File: config.mk
export PLATFORM = sky130hd
export DESIGN_NAME = ctl_ep_count
export DESIGN_NICKNAME = d
export VERILOG_FILES = /design/src/rtl/ctl_ep_pkg.sv /design/src/rtl/ctl_ep_regs.sv /design/src/rtl/ctl_ep_pkt_size.sv /design/src/rtl/ctl_ep_seq.sv /design/src/rtl/ctl_ep_count.sv
export SDC_FILE = /design/constraint.sdc
export NUM_CORES = 1
export LEC_CHECK = 0
export ABC_AREA = 0
export BUFFER_PORTS_ARGS = -buffer_cell sky130_fd_sc_hd__buf_2
export CORE_ASPECT_RATIO = 0.9
export CORE_MARGIN = 2
export CORE_UTILIZATION = 50
export DETAILED_ROUTE_END_ITERATION = 16
export PLACE_DENSITY = 0.75
export SLEW_MARGIN = 25
export SYNTH_ARGS = -nofsm -noshare
export SYNTH_HDL_FRONTEND = slang
export SYNTH_HIERARCHICAL = 1
export SYNTH_SLANG_ARGS = --single-unit
File: constraint.sdc
create_clock -name clk_i -period 3.85 [get_ports clk_i]
set_input_delay 0.77 -clock clk_i [delete_from_list [all_inputs] [get_ports clk_i]]
set_output_delay 0.77 -clock clk_i [all_outputs]
set_load 0.01 [all_outputs]
File: src/rtl/ctl_ep_pkg.sv
package ctl_ep_pkg;
  typedef enum logic [1:0] {
    ST_IDLE = 2'd0,
    ST_IN   = 2'd1,
    ST_OUT  = 2'd2
  } ep_state_e;

  localparam logic SEL_HI = 1'b0;
  localparam logic SEL_LO = 1'b1;
endpackage

File: src/rtl/ctl_ep_regs.sv
module ctl_ep_regs
  import ctl_ep_pkg::*;
#(
  parameter int BYTE_W = 8,
  localparam int CNT_W = 2 * BYTE_W
) (
  input  logic              clk_i,
  input  logic              rst_ni,
  input  logic              we_i,
  input  logic              sel_i,
  input  logic [BYTE_W-1:0] wdata_i,
  input  logic              busy_i,
  input  logic              load_rx_i,
  input  logic [BYTE_W-1:0] rx_cnt_i,
  output logic [BYTE_W-1:0] cnt_hi_o,
  output logic [BYTE_W-1:0] cnt_lo_o,
  output logic              arm_o,
  output logic [CNT_W-1:0]  arm_total_o
);
  logic [BYTE_W-1:0] hi_q, lo_q;
  logic              wr_ok;

  assign wr_ok = we_i && !busy_i;

  always_ff @(posedge clk_i or negedge rst_ni) begin
    if (!rst_ni) begin
      hi_q <= '0;
      lo_q <= '0;
    end else if (load_rx_i) begin
      hi_q <= '0;
      lo_q <= rx_cnt_i;
    end else if (wr_ok) begin
      if (sel_i == SEL_HI) hi_q <= wdata_i;
      else                 lo_q <= wdata_i;
    end
  end

  // low-byte write is the arming event; total uses the fresh low byte
  assign arm_o       = wr_ok && (sel_i == SEL_LO);
  assign arm_total_o = {hi_q, wdata_i};
  assign cnt_hi_o    = hi_q;
  assign cnt_lo_o    = lo_q;

  p_hold_busy_r8: assert property (@(posedge clk_i) disable iff (!rst_ni)
    (busy_i && !load_rx_i) |=> ($stable(cnt_hi_o) && $stable(cnt_lo_o)));

  p_hi_keep_r2: assert property (@(posedge clk_i) disable iff (!rst_ni)
    (!load_rx_i && !(we_i && sel_i == SEL_HI)) |=> $stable(cnt_hi_o));
endmodule

File: src/rtl/ctl_ep_pkt_size.sv
module ctl_ep_pkt_size #(
  parameter int MPS   = 64,
  parameter int CNT_W = 16,
  localparam int PKT_W = $clog2(MPS + 1)
) (
  input  logic [CNT_W-1:0] remain_i,
  output logic [PKT_W-1:0] len_o,
  output logic             full_o
);
  always_comb begin
    if (remain_i >= CNT_W'(MPS)) len_o = PKT_W'(MPS);
    else                         len_o = remain_i[PKT_W-1:0];
  end

  assign full_o = (len_o == PKT_W'(MPS));
endmodule

File: src/rtl/ctl_ep_seq.sv
module ctl_ep_seq
  import ctl_ep_pkg::*;
#(
  parameter int MPS    = 64,
  parameter int CNT_W  = 16,
  parameter int ADDR_W = 16,
  localparam int PKT_W = $clog2(MPS + 1)
) (
  input  logic              clk_i,
  input  logic              rst_ni,
  input  logic              arm_i,
  input  logic [CNT_W-1:0]  arm_total_i,
  input  logic              dir_in_i,
  input  logic              ptr_mode_i,
  input  logic [ADDR_W-1:0] base_addr_i,
  input  logic [CNT_W-1:0]  host_len_i,
  input  logic              pkt_done_i,
  output logic              busy_o,
  output logic              pkt_req_o,
  output logic [PKT_W-1:0]  pkt_len_o,
  output logic [ADDR_W-1:0] rd_addr_o,
  output logic              load_rx_o
);
  ep_state_e         state_q;
  logic [CNT_W-1:0]  remain_q;
  logic [ADDR_W-1:0] addr_q;
  logic              zlp_q;

  logic [PKT_W-1:0]  in_len;
  logic              in_full;
  logic [CNT_W-1:0]  rem_next;
  logic              last_pkt;
  logic              direct_ok;

  ctl_ep_pkt_size #(.MPS(MPS), .CNT_W(CNT_W)) u_size (
    .remain_i (remain_q),
    .len_o    (in_len),
    .full_o   (in_full)
  );

  assign rem_next  = remain_q - CNT_W'(in_len);
  // a short packet always ends; a full one ends unless data or a ZLP is left
  assign last_pkt  = !in_full || ((rem_next == '0) && !zlp_q);
  assign direct_ok = (arm_total_i <= CNT_W'(MPS));

  always_ff @(posedge clk_i or negedge rst_ni) begin
    if (!rst_ni) begin
      state_q  <= ST_IDLE;
      remain_q <= '0;
      addr_q   <= '0;
      zlp_q    <= 1'b0;
    end else begin
      unique case (state_q)
        ST_IDLE: begin
          if (arm_i) begin
            if (!dir_in_i) begin
              state_q <= ST_OUT;
            end else if (ptr_mode_i) begin
              state_q  <= ST_IN;
              remain_q <= arm_total_i;
              addr_q   <= base_addr_i;
              zlp_q    <= (arm_total_i < host_len_i);
            end else if (direct_ok) begin
              state_q  <= ST_IN;
              remain_q <= arm_total_i;
              addr_q   <= '0;
              zlp_q    <= 1'b0;
            end
          end
        end
        ST_IN: begin
          if (pkt_done_i) begin
            remain_q <= rem_next;
            addr_q   <= addr_q + ADDR_W'(in_len);
            if (last_pkt) state_q <= ST_IDLE;
          end
        end
        ST_OUT: begin
          if (pkt_done_i) state_q <= ST_IDLE;
        end
        default: state_q <= ST_IDLE;
      endcase
    end
  end

  assign busy_o    = (state_q != ST_IDLE);
  assign pkt_req_o = busy_o;
  assign pkt_len_o = (state_q == ST_OUT) ? PKT_W'(MPS) : in_len;
  assign rd_addr_o = addr_q;
  assign load_rx_o = (state_q == ST_OUT) && pkt_done_i;

  p_len_cap_r5: assert property (@(posedge clk_i) disable iff (!rst_ni)
    pkt_req_o |-> (pkt_len_o <= PKT_W'(MPS)));

  p_addr_step_r5: assert property (@(posedge clk_i) disable iff (!rst_ni)
    (state_q == ST_IN && pkt_done_i && !last_pkt)
      |=> (rd_addr_o == $past(rd_addr_o + ADDR_W'(pkt_len_o))));

  p_short_end_r6: assert property (@(posedge clk_i) disable iff (!rst_ni)
    (state_q == ST_IN && pkt_done_i && !in_full) |=> !busy_o);

  p_arm_busy_r3: assert property (@(posedge clk_i) disable iff (!rst_ni)
    (arm_i && !busy_o && (!dir_in_i || ptr_mode_i)) |=> busy_o);

  p_idle_done_r9: assert property (@(posedge clk_i) disable iff (!rst_ni)
    (!busy_o && !arm_i) |=> !busy_o);
endmodule

File: src/rtl/ctl_ep_count.sv
module ctl_ep_count #(
  parameter int MPS    = 64,
  parameter int ADDR_W = 16,
  localparam int BYTE_W = 8,
  localparam int CNT_W  = 2 * BYTE_W,
  localparam int PKT_W  = $clog2(MPS + 1)
) (
  input  logic              clk_i,
  input  logic              rst_ni,
  input  logic              reg_we_i,
  input  logic              reg_sel_i,
  input  logic [BYTE_W-1:0] reg_wdata_i,
  input  logic              dir_in_i,
  input  logic              ptr_mode_i,
  input  logic [ADDR_W-1:0] base_addr_i,
  input  logic [CNT_W-1:0]  host_len_i,
  input  logic              pkt_done_i,
  input  logic [PKT_W-1:0]  rx_len_i,
  output logic [BYTE_W-1:0] cnt_hi_o,
  output logic [BYTE_W-1:0] cnt_lo_o,
  output logic              busy_o,
  output logic              pkt_req_o,
  output logic [PKT_W-1:0]  pkt_len_o,
  output logic [ADDR_W-1:0] rd_addr_o
);
  logic             arm;
  logic [CNT_W-1:0] arm_total;
  logic             load_rx;

  ctl_ep_regs #(.BYTE_W(BYTE_W)) u_regs (
    .clk_i       (clk_i),
    .rst_ni      (rst_ni),
    .we_i        (reg_we_i),
    .sel_i       (reg_sel_i),
    .wdata_i     (reg_wdata_i),
    .busy_i      (busy_o),
    .load_rx_i   (load_rx),
    .rx_cnt_i    (BYTE_W'(rx_len_i)),
    .cnt_hi_o    (cnt_hi_o),
    .cnt_lo_o    (cnt_lo_o),
    .arm_o       (arm),
    .arm_total_o (arm_total)
  );

  ctl_ep_seq #(.MPS(MPS), .CNT_W(CNT_W), .ADDR_W(ADDR_W)) u_seq (
    .clk_i       (clk_i),
    .rst_ni      (rst_ni),
    .arm_i       (arm),
    .arm_total_i (arm_total),
    .dir_in_i    (dir_in_i),
    .ptr_mode_i  (ptr_mode_i),
    .base_addr_i (base_addr_i),
    .host_len_i  (host_len_i),
    .pkt_done_i  (pkt_done_i),
    .busy_o      (busy_o),
    .pkt_req_o   (pkt_req_o),
    .pkt_len_o   (pkt_len_o),
    .rd_addr_o   (rd_addr_o),
    .load_rx_o   (load_rx)
  );

  p_out_count_r7: assert property (@(posedge clk_i) disable iff (!rst_ni)
    load_rx |=> (cnt_hi_o == '0 && cnt_lo_o == $past(BYTE_W'(rx_len_i)) && !busy_o));
endmodule

# --- Word level (Yosys, flattened, before mapping) ---
# Index checks and enable logic that the tools add are counted.
totals:
  memories: 0
  word_cells: 72
  regBits: 51
  mem_bits_rw: 0
  rom_bits: 0
  input_bits: 54
  latchBits: 0
  out_inout_bits: 41
classes:
  n_reduce_logical: 20
  eq_ne: 11
  n_bitwise: 0
  shifts: 0
  mul: 0
  magnitude_cmp: 3
  muxes: 30
  div_mod_pow: 0
  add_sub_neg: 2
op_table:
  columns: ["operator", "count"]
  rows:
  - ["$mux 16", 10]
  - ["$pmux 16 s2", 2]
  - ["$mux 8", 6]
  - ["$add 16x7->16", 1]
  - ["$ge 16x7->1 const B", 1]
  - ["$le 16x7->1 const B", 1]
  - ["$logic_not 16->1", 1]
  - ["$lt 16x16->1", 1]
  - ["$sub 16x7->16", 1]
  - ["$mux 2", 7]
  - ["$mux 7", 2]
  - ["$reduce_and 5->1", 2]
  - ["$reduce_bool 2->1", 5]
  - ["$ne 2x2->1 const B", 4]
  - ["$eq 7x7->1 const B", 1]
  - ["$pmux 2 s3", 1]
  - ["$logic_and 1x1->1", 4]
  - ["$ne 2x1->1 const B", 2]
  - ["$ne 4x3->1 const B", 1]
  - ["$reduce_and 2->1", 2]
  - ["$reduce_and 4->1", 1]
  - ["$logic_not 1->1", 3]
  - ["$ne 3x2->1 const B", 1]
  - ["$eq 2x1->1 const B", 1]
  - ["other kinds (4)", 5]

# --- Logic depth before layout (Yosys ltp) ---
# Gate-level depths: netlist of the first run.
depth:
  ltp_word: 9
  depth_mapped: 13
  depth_no_buf: 11

# --- Modules after synthesis ---
# Netlist of the first run, hierarchy kept.
modules_own_cells:
  columns: ["module", "cells_per_inst", "n_inst", "seq_area_each_um2", "area_per_inst_um2"]
  rows:
  - ["ctl_ep_seq", 409, 1, 875.8, 3225.6]
  - ["ctl_ep_regs", 86, 1, 400.4, 845.8]
  - ["ctl_ep_pkt_size", 19, 1, 0.0, 127.6]
  - ["ctl_ep_count", 1, 1, 0.0, 3.8]

# --- Worst setup path before layout of the first run ---
# OpenSTA, ideal clock, no wires.
synth_timing:
  path_type: "register to register"
  start: "register u_seq.remain_q[15]"
  end: "register u_seq.state_q[0]"
  n_path_buf: 2
  required_time_ps: 3718
  setup_time_ps: 132
  arrival_time_ps: 3265
  setup_slack_ps: 453
  path_stages_with_launch: 13
  cell_sequence: "dfrtp_1 -> or4_1 -> buf_2 -> nor4_1 -> inv_1 -> ha_1 -> nand2b_1 -> a211oi_1 -> or3_1 -> buf_2 -> or4_1 -> nand2_1 -> a31oi_1"
synth_via:
  elab_chain_len: 8
  word_cells_on_any_way: 10
  classes_between: "1 x add/sub; 1 x order compare; 2 x eq/ne; 1 x mux; 5 x reduce/logical"
synth_lines:
  columns: ["element", "line", "rtl"]
  rows:
  - ["start: declaration", "ctl_ep_seq.sv:25", "logic [CNT_W-1:0] remain_q;"]
  - ["start signal: assignment", "ctl_ep_seq.sv:60", "remain_q <= arm_total_i;"]
  - ["start signal: assignment", "ctl_ep_seq.sv:65", "remain_q <= arm_total_i;"]
  - ["start signal: assignment", "ctl_ep_seq.sv:73", "remain_q <= rem_next;"]
  - ["$ge 16x7->1 *", "ctl_ep_pkt_size.sv:11", "if (remain_i >= CNT_W'(MPS)) len_o = PKT_W'(MPS);"]
  - ["$mux 7 *", "ctl_ep_pkt_size.sv:11", null]
  - ["net u_seq.in_len[1]", "ctl_ep_seq.sv:29", "logic [PKT_W-1:0] in_len;"]
  - ["$sub 16x7->16", "ctl_ep_seq.sv:41", "assign rem_next = remain_q - CNT_W'(in_len);"]
  - ["$logic_not 16->1", "ctl_ep_seq.sv:43", "assign last_pkt = !in_full || ((rem_next == '0) && !zlp_q);"]
  - ["$logic_and 1x1->1", "ctl_ep_seq.sv:43", null]
  - ["$logic_or 1x1->1 *", "ctl_ep_seq.sv:43", null]
  - ["$ne 2x1->1 (no line) *", null, null]
  - ["$reduce_and 5->1 (no line) *", null, null]
  - ["end signal: assignment", "ctl_ep_seq.sv:48", "state_q <= ST_IDLE;"]
  - ["end signal: assignment", "ctl_ep_seq.sv:57", "state_q <= ST_OUT;"]
  - ["end signal: assignment", "ctl_ep_seq.sv:59", "state_q <= ST_IN;"]
  - ["end: declaration", "ctl_ep_seq.sv:24", "ep_state_e state_q;"]
# The timed path passes the listed nets; every way through them passes the cells marked *.
# A chain may end at the register's enable or synchronous reset.

# --- Worst setup path after layout of the first run ---
layout_timing:
  start: "register u_seq.remain_q[14]"
  end: "register u_seq.state_q[0]"
# Same word-level chain as after synthesis.

==> results.toml, run 1 <==
[clock_network]
cts_inserted_buffers = 5
cts_tree = "yes"
cts_buffer_depth = 2
cts.htree.levels = 2
clkSlewWorstSetupHoldPaths_ps = 100
clock-root-buffer = "clkbuf_8"
clk-insertion-delay-late_ps = 320
cts.sinks = 51

[synth]
synth_edf_count = 0
syn_nets = 600
synth_cell_types = 65
postSynth.asyncResetShare_pct = 100.0
avgSynthCellArea_um2 = 8.161
syn-cell-area_um2 = 4203
synth_seq_cells = 51
cells_after_synth = 515
ys_seq_area_share_pct = 30.37
ys.warnings.count = 6
synth_flop_cell = "dfrtp_1"

[die]
total_number_of_placement_rows = 31
die_x_um = 100.6
die-height_um = 90.98
coreArea_um2 = 8107
starting_density_of_the_core_pct = 51.84
fp.dieArea_um2 = 9156
io-pin-count = 95

[critical_path]
worstPathMaxFanout = 8
critical-path-max-stage-delay_ps = 680
critPathKind = "reg2reg"
cp_common_cell = "or4_1"
critical_path_arrival_ps = 3870
cp_slowest_cell = "or4_1"
worst_setup_path_end_kind = "flop"
crit_path_start_kind = "flop"
crit_path_cell_trace = "or4_1 -> nor4_1 -> inv_1 -> ha_1 -> a211oi_2 -> nor2_1 -> or3_1 -> or4_1 -> nand2_1 -> a31oi_1"
worst-endpoint-required_ps = 4040

[routing]
via_count = 4164
routedWlPerCell_um = 17.09
count_of_antenna_violating_nets_left_after_detailed_routing = 0
drtIter0Drc = 454
avgViaCountPerCell = 6.088
drc = 0
postRouteWirelength_mm = 11.69
drt_pass1_iterations = 5

[global_routing]
pin_count_of_the_biggest_net_entering_global_routing = 56
first_global_vias = 3957
grt_use_total_pct = 26.07
grt_overflow = 0
number_of_antenna_violations_at_the_first_check_in_global_routing = 0
global_route_wire_length_before_repair_mm = 19.23

[sta]
final_min_period_over_clock_period_pct = 95.66
timing.fmax_mhz = 271.5
fin_skew_ps = 10.79
hold_violations = 0
worst_slew_margin_rel_pct = 35.14
rsz0062_at_grt = "false"
period_minus_slack_ps = 3683
final.hold.worst_slack_ps = 432.5
finalSetupViolations = 0
layout_setup_ws_ps = 166.9
setup_tns_ps = 0
worst_slew_pin_slew_ps = 972.2
maxSlewViolCount = 0

[finish]
filler_cell_count = 715
final_cell_mix = "94 x buf_2, 52 x nor2_1, 51 x dfrtp_1"
antenna_diode_count = 0
most_common_cell_after_layout_fill_and_taps_aside = "buf_2"
fraction_of_final_layout_cells_with_drive_strength_greater_than_1_pct = 22.91
sequential_cell_area_um2 = 1276
finalNetCount = 669
multi_input_area_um2 = 2574
areaGrowthSynthToFinish_pct = 12.74
final_core_util_pct = 58.45

[status]
status = "finished clean"

[placement]
place_ws_ps = 206.0
hpwlAfterDp_mm = 8.794
gp_routability_congestion = 0.9011
io_buffers = 94

[pwr]
combPwrFrac_pct = 54.9
seq_power_share_pct = 34.8
power_density_nw_per_um2 = 675.3
power.ir.vdd_worst_uv = 370.7
static-leakage-power_nw = 2.264
power.switching_fraction_pct = 47.89
cell_internal_pwr_w = 0.001667
power.net_switching_w = 0.001532
share_clk_of_total_power_pct = 10.3

[hold_path]
worst_hold_path_type = "in2async"

[job]
cap_violations = 0
## registers in the layout (all words and copies together), names as in the netlist
| register | flops |
|---|---|
| u_regs/cnt_hi_o | 8 |
| u_regs/cnt_lo_o | 8 |
| u_seq/rd_addr_o | 16 |
| u_seq/remain_q | 16 |
| u_seq/state_q | 2 |
| u_seq/zlp_q | 1 |
## worst max-delay path: cells and delay by family, from the launching register on
family	cells	cell delay (ps)
simple gates	6	2360
compound gates	2	260
buf+inv	1	90
flops	1	440
fa+ha+maj	1	400
## Yosys cell counts, drive strengths merged (2+ instances only)
library cell	instances	area share (%)
a211o	2	0.42
a211oi	11	2.1
a21boi	2	0.36
a21o	9	1.6
a21oi	45	5.4
a22oi	5	0.89
a2bb2oi	2	0.42
a31oi	13	1.9
a41o	2	0.48
a41oi	4	0.83
and2	7	1.0
buf	24	4.2
clkbuf	19	1.7
dfrtp	51	30
fa	2	0.95
ha	29	8.6
inv	32	2.9
mux2i	10	2.4
nand2	30	2.7
nand2b	12	1.8
nand3	17	2.0
nand3b	3	0.83
nand4	4	0.60
nor2	52	4.6
nor2b	13	1.9
nor3	8	1.1
nor3b	3	0.65
nor4	11	1.6
nor4b	3	0.63
o2111ai	2	0.42
o21a	5	0.89
o21ai	33	3.9
o21ba	2	0.48
o22a	6	1.3
o22ai	2	0.30
o2bb2ai	2	0.42
or2	6	0.89
or3	4	0.60
or4	6	1.1
or4b	4	0.95
xnor2	3	0.63
## timing repair
item | 4_1_cts | 5_1_grt
gates resized for setup | 0 | 1
setup endpoints to repair | 0 | 4
buffers inserted | 0 | 0
hold endpoints to repair | 0 | 0
hold buffers | 0 | 0
## cell families (layout without fill, tap and decap cells)
family          after synthesis  in the layout  synth area share (%)
xor+xnor                      4              4                0.8337
other cells                   1              1               0.08923
compound gates              159            159                 24.83
fa+ha+maj                    31             31                 9.586
mux                          10             10                 2.382
flops                        51             51                 30.37
buf+inv                      75            145                 8.723
simple gates                184            184                 23.19
## power groups by stage
stage               Clock (W)  Combinational, W  Sequential, W
global route         0.000361           0.00196        0.00115
finish               0.000329           0.00176        0.00111
detailed placement          0           0.00173        0.00111
CTS                  0.000337           0.00174        0.00110
global placement            0           0.00169        0.00110
floorplan                   0           0.00129        0.00106
## area by class of cell
cell class,instances,area share (%)
tap,99,2.614
clock buffer,5,1.452
timing repair buffer,105,11.67
clock inverter,3,0.4753
multi-input combinational,389,54.32
sequential,51,26.93
inverter,32,2.535
## path summary, 6_finish.rpt
path,from,end,slack [ps],cells past startpoint
setup / recovery,u_seq/remain_q[14]$_DFFE_PN0P_,u_seq/state_q[0]$_DFFE_PN0P_,170,10
hold / removal,rst_ni,u_regs/cnt_lo_o[0]$_DFFE_PN0P_,430,1
max in group asynchronous,rst_ni,u_seq/remain_q[1]$_DFFE_PN0P_,2620,2
min in group clk_i,u_seq/rd_addr_o[2]$_DFFE_PN0P_,u_seq/rd_addr_o[2]$_DFFE_PN0P_,520,2
hold reg to reg,u_seq/rd_addr_o[2]$_DFFE_PN0P_,u_seq/rd_addr_o[2]$_DFFE_PN0P_,520,2
setup reg to reg,u_seq/remain_q[14]$_DFFE_PN0P_,u_seq/state_q[0]$_DFFE_PN0P_,170,10
## stage by stage
step / instance area, um^2 / instances / total power, W
2_1_floorplan: 4203 / 515 / 0.002353
3_3_place_gp: 4636 / 676 / 0.002791
3_5_place_dp: 4636 / 676 / 0.002841
4_1_cts: 4727 / 684 / 0.003177
5_1_grt: 4738 / 684 / 0.003465
6_report: 4738 / 684 / 0.003200
## metal layers
metal / part of all wire [%] / routed length [um] / vias to the layer above / track usage, %
li1: - / - / 1994 / -
met1: 47 / 5530 / 1986 / 38.94
met2: 45 / 5277 / 166 / 39.33
met3: 6.3 / 738 / 18 / 3.772
met4: 1.2 / 146 / 0 / 6.963
met5: 0 / 0 / - / 0
Power figures use the tool's default switching activity.
==> run 2, diff against run 1 <==
- CORE_UTILIZATION: 50 -> 44
- PLACE_DENSITY: 0.75 -> 0.67
==> results.toml, run 2 (synthesis gave the netlist of run 1 again) <==
[critical_path]
worst-endpoint-required_ps = 4050
worstPathMaxFanout = 8
worst_setup_path_end_kind = "flop"
crit_path_start_kind = "flop"
critical_path_arrival_ps = 3800
critPathKind = "reg2reg"

[sta]
worst_slew_margin_rel_pct = 40.67
final_min_period_over_clock_period_pct = 93.45
worst_slew_pin_slew_ps = 886.1
fin_skew_ps = 7.384
rsz0062_at_grt = "false"
timing.fmax_mhz = 277.9
hold_violations = 0
finalSetupViolations = 0
maxSlewViolCount = 0
period_minus_slack_ps = 3598
final.hold.worst_slack_ps = 423.9
setup_tns_ps = 0

[finish]
fraction_of_final_layout_cells_with_drive_strength_greater_than_1_pct = 23.37
final_cell_mix = "93 x buf_2, 52 x nor2_1, 51 x dfrtp_1"
sequential_cell_area_um2 = 1276
antenna_diode_count = 0
areaGrowthSynthToFinish_pct = 13.72
most_common_cell_after_layout_fill_and_taps_aside = "buf_2"
finalNetCount = 666
multi_input_area_um2 = 2603
filler_cell_count = 903

[global_routing]
grt_overflow = 0
first_global_vias = 4077
globalRouteMet1Util_pct = 35.77
gr-max-usage-layer = "met2"
grt.met3_usage_pct = 2.965
number_of_antenna_violations_at_the_first_check_in_global_routing = 0
grt_use_total_pct = 23.71
global_route_wire_length_before_repair_mm = 20.13
pin_count_of_the_biggest_net_entering_global_routing = 56
grt_util_met2_pct = 36.32

[clock_network]
cts.hold.buffers_added = 0
clk-insertion-delay-late_ps = 320
cts_inserted_buffers = 5
cts.repair_timing.setup_buffer_count = 0
cts.htree.levels = 2
cts_buffer_depth = 2
cts_tree = "yes"
cts.sinks = 51
clock-root-buffer = "clkbuf_8"
clkSlewWorstSetupHoldPaths_ps = 110

[routing]
avgViaCountPerCell = 5.973
routedWlPerCell_um = 17.33
drc = 0
count_of_antenna_violating_nets_left_after_detailed_routing = 0
via_count = 4205
drt_pass1_iterations = 5
drtIter0Drc = 247
postRouteWirelength_mm = 12.20

[pwr]
power.switching_fraction_pct = 48.47
power.net_switching_w = 0.001570
combPwrFrac_pct = 55.0
post-layout-total-power_w = 0.003239
static-leakage-power_nw = 2.253
power.ir.vdd_worst_uv = 350.5
cell_internal_pwr_w = 0.001669
power_density_nw_per_um2 = 677.6
seq_power_share_pct = 34.3
share_clk_of_total_power_pct = 10.8

[die]
starting_density_of_the_core_pct = 45.64
die-height_um = 96.72
fp.dieArea_um2 = 10350
coreArea_um2 = 9208
total_number_of_placement_rows = 33
die_x_um = 107.0
io-pin-count = 95

[hold_path]
worst_hold_path_type = "in2async"

[placement]
gp_routability_congestion = 0.9016
io_buffers = 94
hpwlAfterDp_mm = 8.926

[status]
status = "finished clean"

[job]
cap_violations = 0
## run 2: changes by cell type in the layout (fill, tap and decap cells not counted), sizes merged
| cell | previous run | this run |
|---|---|---|
| buf | 105 | 102 |
| clkinv | 2 | 1 |
| inv | 33 | 34 |
## run 2: cell type report
cell class / count / area share [%]
sequential: 51 / 26.70
clock inverter: 3 / 0.5497
clock buffer: 5 / 1.440
multi-input combinational: 389 / 54.45
timing repair buffer: 102 / 11.15
tap: 122 / 3.194
inverter: 32 / 2.513
## run 2: power by group through the flow
stage               sequential, W  combinational (W)  clock (W)
floorplan                 0.00106            0.00129          0
global placement          0.00110            0.00170          0
detailed placement        0.00111            0.00174          0
CTS                       0.00110            0.00175   0.000361
global route              0.00115            0.00197   0.000378
finish                    0.00111            0.00178   0.000349
## run 2: metal layers
| layer | wire, um | vias up |
|---|---|---|
| met3 | 665 | 16 |
| met5 | 0 | - |
| met2 | 5608 | 139 |
| met1 | 5753 | 2066 |
| li1 | - | 1984 |
| met4 | 170 | 0 |
## run 2: timing repair
item                                   in CTS  in global routing
gates resized for setup                     0                  5
endpoints found under the hold margin       0                  0
setup endpoints to repair                   0                  7
## run 2: worst max-delay path, stage by stage (launching register included)
cell and delay (ps):
dfrtp_1 450, or4_1 720, nor4_1 410, inv_1 80, ha_1 360, o21ai_1 190, a211oi_1 90, or3_1 480
or4_1 540, nand2_1 90, a31oi_1 70
## run 2: final timing paths
| path | startpoint | endpoint | slack (ps) | cells after the start |
|---|---|---|---|---|
| max | u_seq/remain_q[14]$_DFFE_PN0P_ | u_seq/state_q[0]$_DFFE_PN0P_ | 250 | 10 |
| min | rst_ni | u_regs/cnt_lo_o[3]$_DFFE_PN0P_ | 420 | 1 |
| max reg2reg | u_seq/remain_q[14]$_DFFE_PN0P_ | u_seq/state_q[0]$_DFFE_PN0P_ | 250 | 10 |
| min reg2reg | u_seq/rd_addr_o[6]$_DFFE_PN0P_ | u_seq/rd_addr_o[6]$_DFFE_PN0P_ | 520 | 1 |
| max in group asynchronous | rst_ni | u_seq/rd_addr_o[1]$_DFFE_PN0P_ | 2820 | 2 |
| min in group clk_i | u_seq/rd_addr_o[6]$_DFFE_PN0P_ | u_seq/rd_addr_o[6]$_DFFE_PN0P_ | 520 | 1 |
## run 2: metrics by stage
stage                     instance area (um^2)  utilization [%]  setup WS [ps]  instances
final                                     4780            51.91          252.0        704
after global routing                      4780            51.91          21.52        704
after CTS                                 4745            51.53          79.20        704
after detailed placement                  4649            50.50          132.4        696
after global placement                    4644            50.44          352.6        696
after floorplan                           4203                -          453.0        515
==> run 3, diff against run 2 <==
- BUFFER_PORTS_ARGS: -buffer_cell sky130_fd_sc_hd__buf_2 -> not set
- CELL_PAD_IN_SITES_DETAIL_PLACEMENT: not set -> 1
- CELL_PAD_IN_SITES_GLOBAL_PLACEMENT: not set -> 1
- DONT_BUFFER_PORTS: not set -> 1
- PLACE_DENSITY: 0.67 -> not set
- PLACE_DENSITY_LB_ADDON: not set -> 0.1
- SYNTH_HIERARCHICAL: 1 -> not set
==> results.toml, run 3 <==
[critical_path]
worst-endpoint-required_ps = 4110
crit_path_start_kind = "flop"
critPathKind = "reg2reg"
critical_path_arrival_ps = 3820
worstPathMaxFanout = 11
worst_setup_path_end_kind = "flop"

[global_routing]
global_route_wire_length_before_repair_mm = 19.29
grt_use_total_pct = 27.05
grt_overflow = 0
pin_count_of_the_biggest_net_entering_global_routing = 52
first_global_vias = 3552
number_of_antenna_violations_at_the_first_check_in_global_routing = 0

[clock_network]
clk-insertion-delay-late_ps = 320
cts_resized = 0
cts_buffer_depth = 2
clock-root-buffer = "clkbuf_8"
clkSlewWorstSetupHoldPaths_ps = 110
cts.sinks = 51
cts_inserted_buffers = 5
cts.repair_timing.setup_buffer_count = 0
cts.htree.levels = 2
cts.hold.buffers_added = 0
cts_tree = "yes"

[synth]
avgSynthCellArea_um2 = 8.108
ys.warnings.count = 0
cells_after_synth = 456
ys_seq_area_share_pct = 34.52
synth_seq_cells = 51
post-synth-top-area-cell = "dfrtp_1"
postSynth.asyncResetShare_pct = 100.0
synth_flop_cell = "dfrtp_1"
synth.cells.most_frequent = "60 x nand2_1, 51 x dfrtp_1, 48 x a21oi_1"
synth.most_common_cell = "nand2_1"
syn-cell-area_um2 = 3697
post_synth_main_area_contributors = "dfrtp_1 35%, ha_1 7.8%, a21oi_1 6.5%"
synth_cell_types = 62
syn_nets = 534
synth_largest_type_area_fraction_pct = 34.52
synth_edf_count = 0

[pwr]
power.net_switching_w = 0.001047
seq_power_share_pct = 43.8
power.ir.vdd_worst_uv = 268.3
share_clk_of_total_power_pct = 17.3
static-leakage-power_nw = 1.699
power.switching_fraction_pct = 44.60
combPwrFrac_pct = 38.9
power_density_nw_per_um2 = 602.5
cell_internal_pwr_w = 0.001301
post-layout-total-power_w = 0.002347

[placement]
dp_cells = 539
io_buffers = 0
hpwlAfterDp_mm = 8.807
gp_routability_congestion = 0.8856
placedInstanceArea_um2 = 3785

[routing]
drt_pass1_iterations = 5
routedWlPerCell_um = 21.77
drc = 0
postRouteWirelength_mm = 11.91
avgViaCountPerCell = 6.402
count_of_antenna_violating_nets_left_after_detailed_routing = 0
drtIter0Drc = 240
via_count = 3502

[finish]
final_cell_mix = "60 x nand2_1, 51 x dfrtp_1, 48 x a21oi_1"
design_area_um2 = 3896
finalNetCount = 525
antenna_diode_count = 0
fraction_of_final_layout_cells_with_drive_strength_greater_than_1_pct = 5.804
most_common_cell_after_layout_fill_and_taps_aside = "nand2_1"
areaGrowthSynthToFinish_pct = 5.381
stdcell_count = 547
filler_cell_count = 989

[sta]
worst_slew_pin_slew_ps = 965.4
maxSlewViolCount = 0
hold_violations = 0
fin_skew_ps = 7.960
rsz0062_at_grt = "false"
worst_slew_margin_rel_pct = 35.64
final.hold.worst_slack_ps = 131.7
setup_tns_ps = 0
period_minus_slack_ps = 3564
finalSetupViolations = 0
timing.fmax_mhz = 280.6
final_min_period_over_clock_period_pct = 92.56

[die]
die-height_um = 90.97
total_number_of_placement_rows = 31
starting_density_of_the_core_pct = 45.61
fp.dieArea_um2 = 9153
io-pin-count = 95
die_x_um = 100.6
coreArea_um2 = 8107

[job]
cap_violations = 0

[hold_path]
worst_hold_path_type = "in2async"

[status]
status = "finished clean"
run 3: logic make-up (layout without fill, tap and decap cells):
family	Yosys count	count (layout)	share of synthesized area (%)
DFF	51	51	34.52
and+or+nand+nor	161	161	21.66
buffers and inverters	59	51	6.464
AOI/OAI and AO/OA	146	146	25.28
adders and majority gates	24	24	8.325
xor gates and xnor gates	4	4	0.9477
other	1	1	0.1014
muxes	10	10	2.707
run 3: path summary, 6_finish.rpt:
check	start	endpoint	slack [ps]	cells after the start
setup / recovery	u_seq.remain_q[7]$_DFFE_PN0P_	u_seq.rd_addr_o[15]$_DFFE_PN0P_	290	10
setup reg to reg	u_seq.remain_q[7]$_DFFE_PN0P_	u_seq.rd_addr_o[15]$_DFFE_PN0P_	290	10
hold reg to reg	u_seq.state_q[0]$_DFFE_PN0P_	u_seq.state_q[1]$_DFFE_PN0P_	550	1
hold / removal	rst_ni	u_seq.rd_addr_o[2]$_DFFE_PN0P_	130	0
min in group clk_i	u_seq.state_q[0]$_DFFE_PN0P_	u_seq.state_q[1]$_DFFE_PN0P_	550	1
max in group asynchronous	rst_ni	u_seq.rd_addr_o[10]$_DFFE_PN0P_	3620	0
run 3: worst max-delay path: stages (launching register included):
cell and delay [ps]:
dfrtp_1 500, or3_1 530, nor3_4 250, inv_1 220, ha_1 370, o21ai_0 120
a211oi_1 430, nand3_1 270, or2_2 380, o41ai_1 250, a22o_1 180
run 3: power by group through the flow:
stage	sequential (W)	combinational [W]	clock, W
5_1_grt	0.00106	0.00104	0.000433
6_report	0.00103	0.000914	0.000406
3_3_place_gp	0.00103	0.000867	0
3_5_place_dp	0.00103	0.000894	0
2_1_floorplan	0.000923	0.000735	0
4_1_cts	0.00103	0.000898	0.000412
run 3: layout make-up:
type                    instances  area, um^2  area share, %
multi-input cells             346        2182          56.01
flip-flops and latches         51        1276          32.76
well taps                      99       123.9          3.179
inverters                      32       120.1          3.083
repair buffers                 11       82.58          2.119
clock buffers                   6       72.57          1.863
clock inverters                 2       38.79         0.9955
run 3: metal layers:
layer | up-vias | GRT usage [%] | part of all wire (%)
met1 | 1750 | 39.71 | 47
met3 | 7 | 5.004 | 6.0
li1 | 1626 | - | -
met4 | 0 | 4.680 | 0.64
met2 | 119 | 41.89 | 46
met5 | - | 0 | 0
run 3: stage by stage:
| step | setup slack (ps) | utilization [%] |
|---|---|---|
| 2_1_floorplan | 564.7 | - |
| 3_3_place_gp | 509.4 | 46.69 |
| 3_5_place_dp | 370.5 | 46.69 |
| 4_1_cts | 314.5 | 48.06 |
| 5_1_grt | 25.08 | 48.06 |
| 6_report | 286.3 | 48.06 |
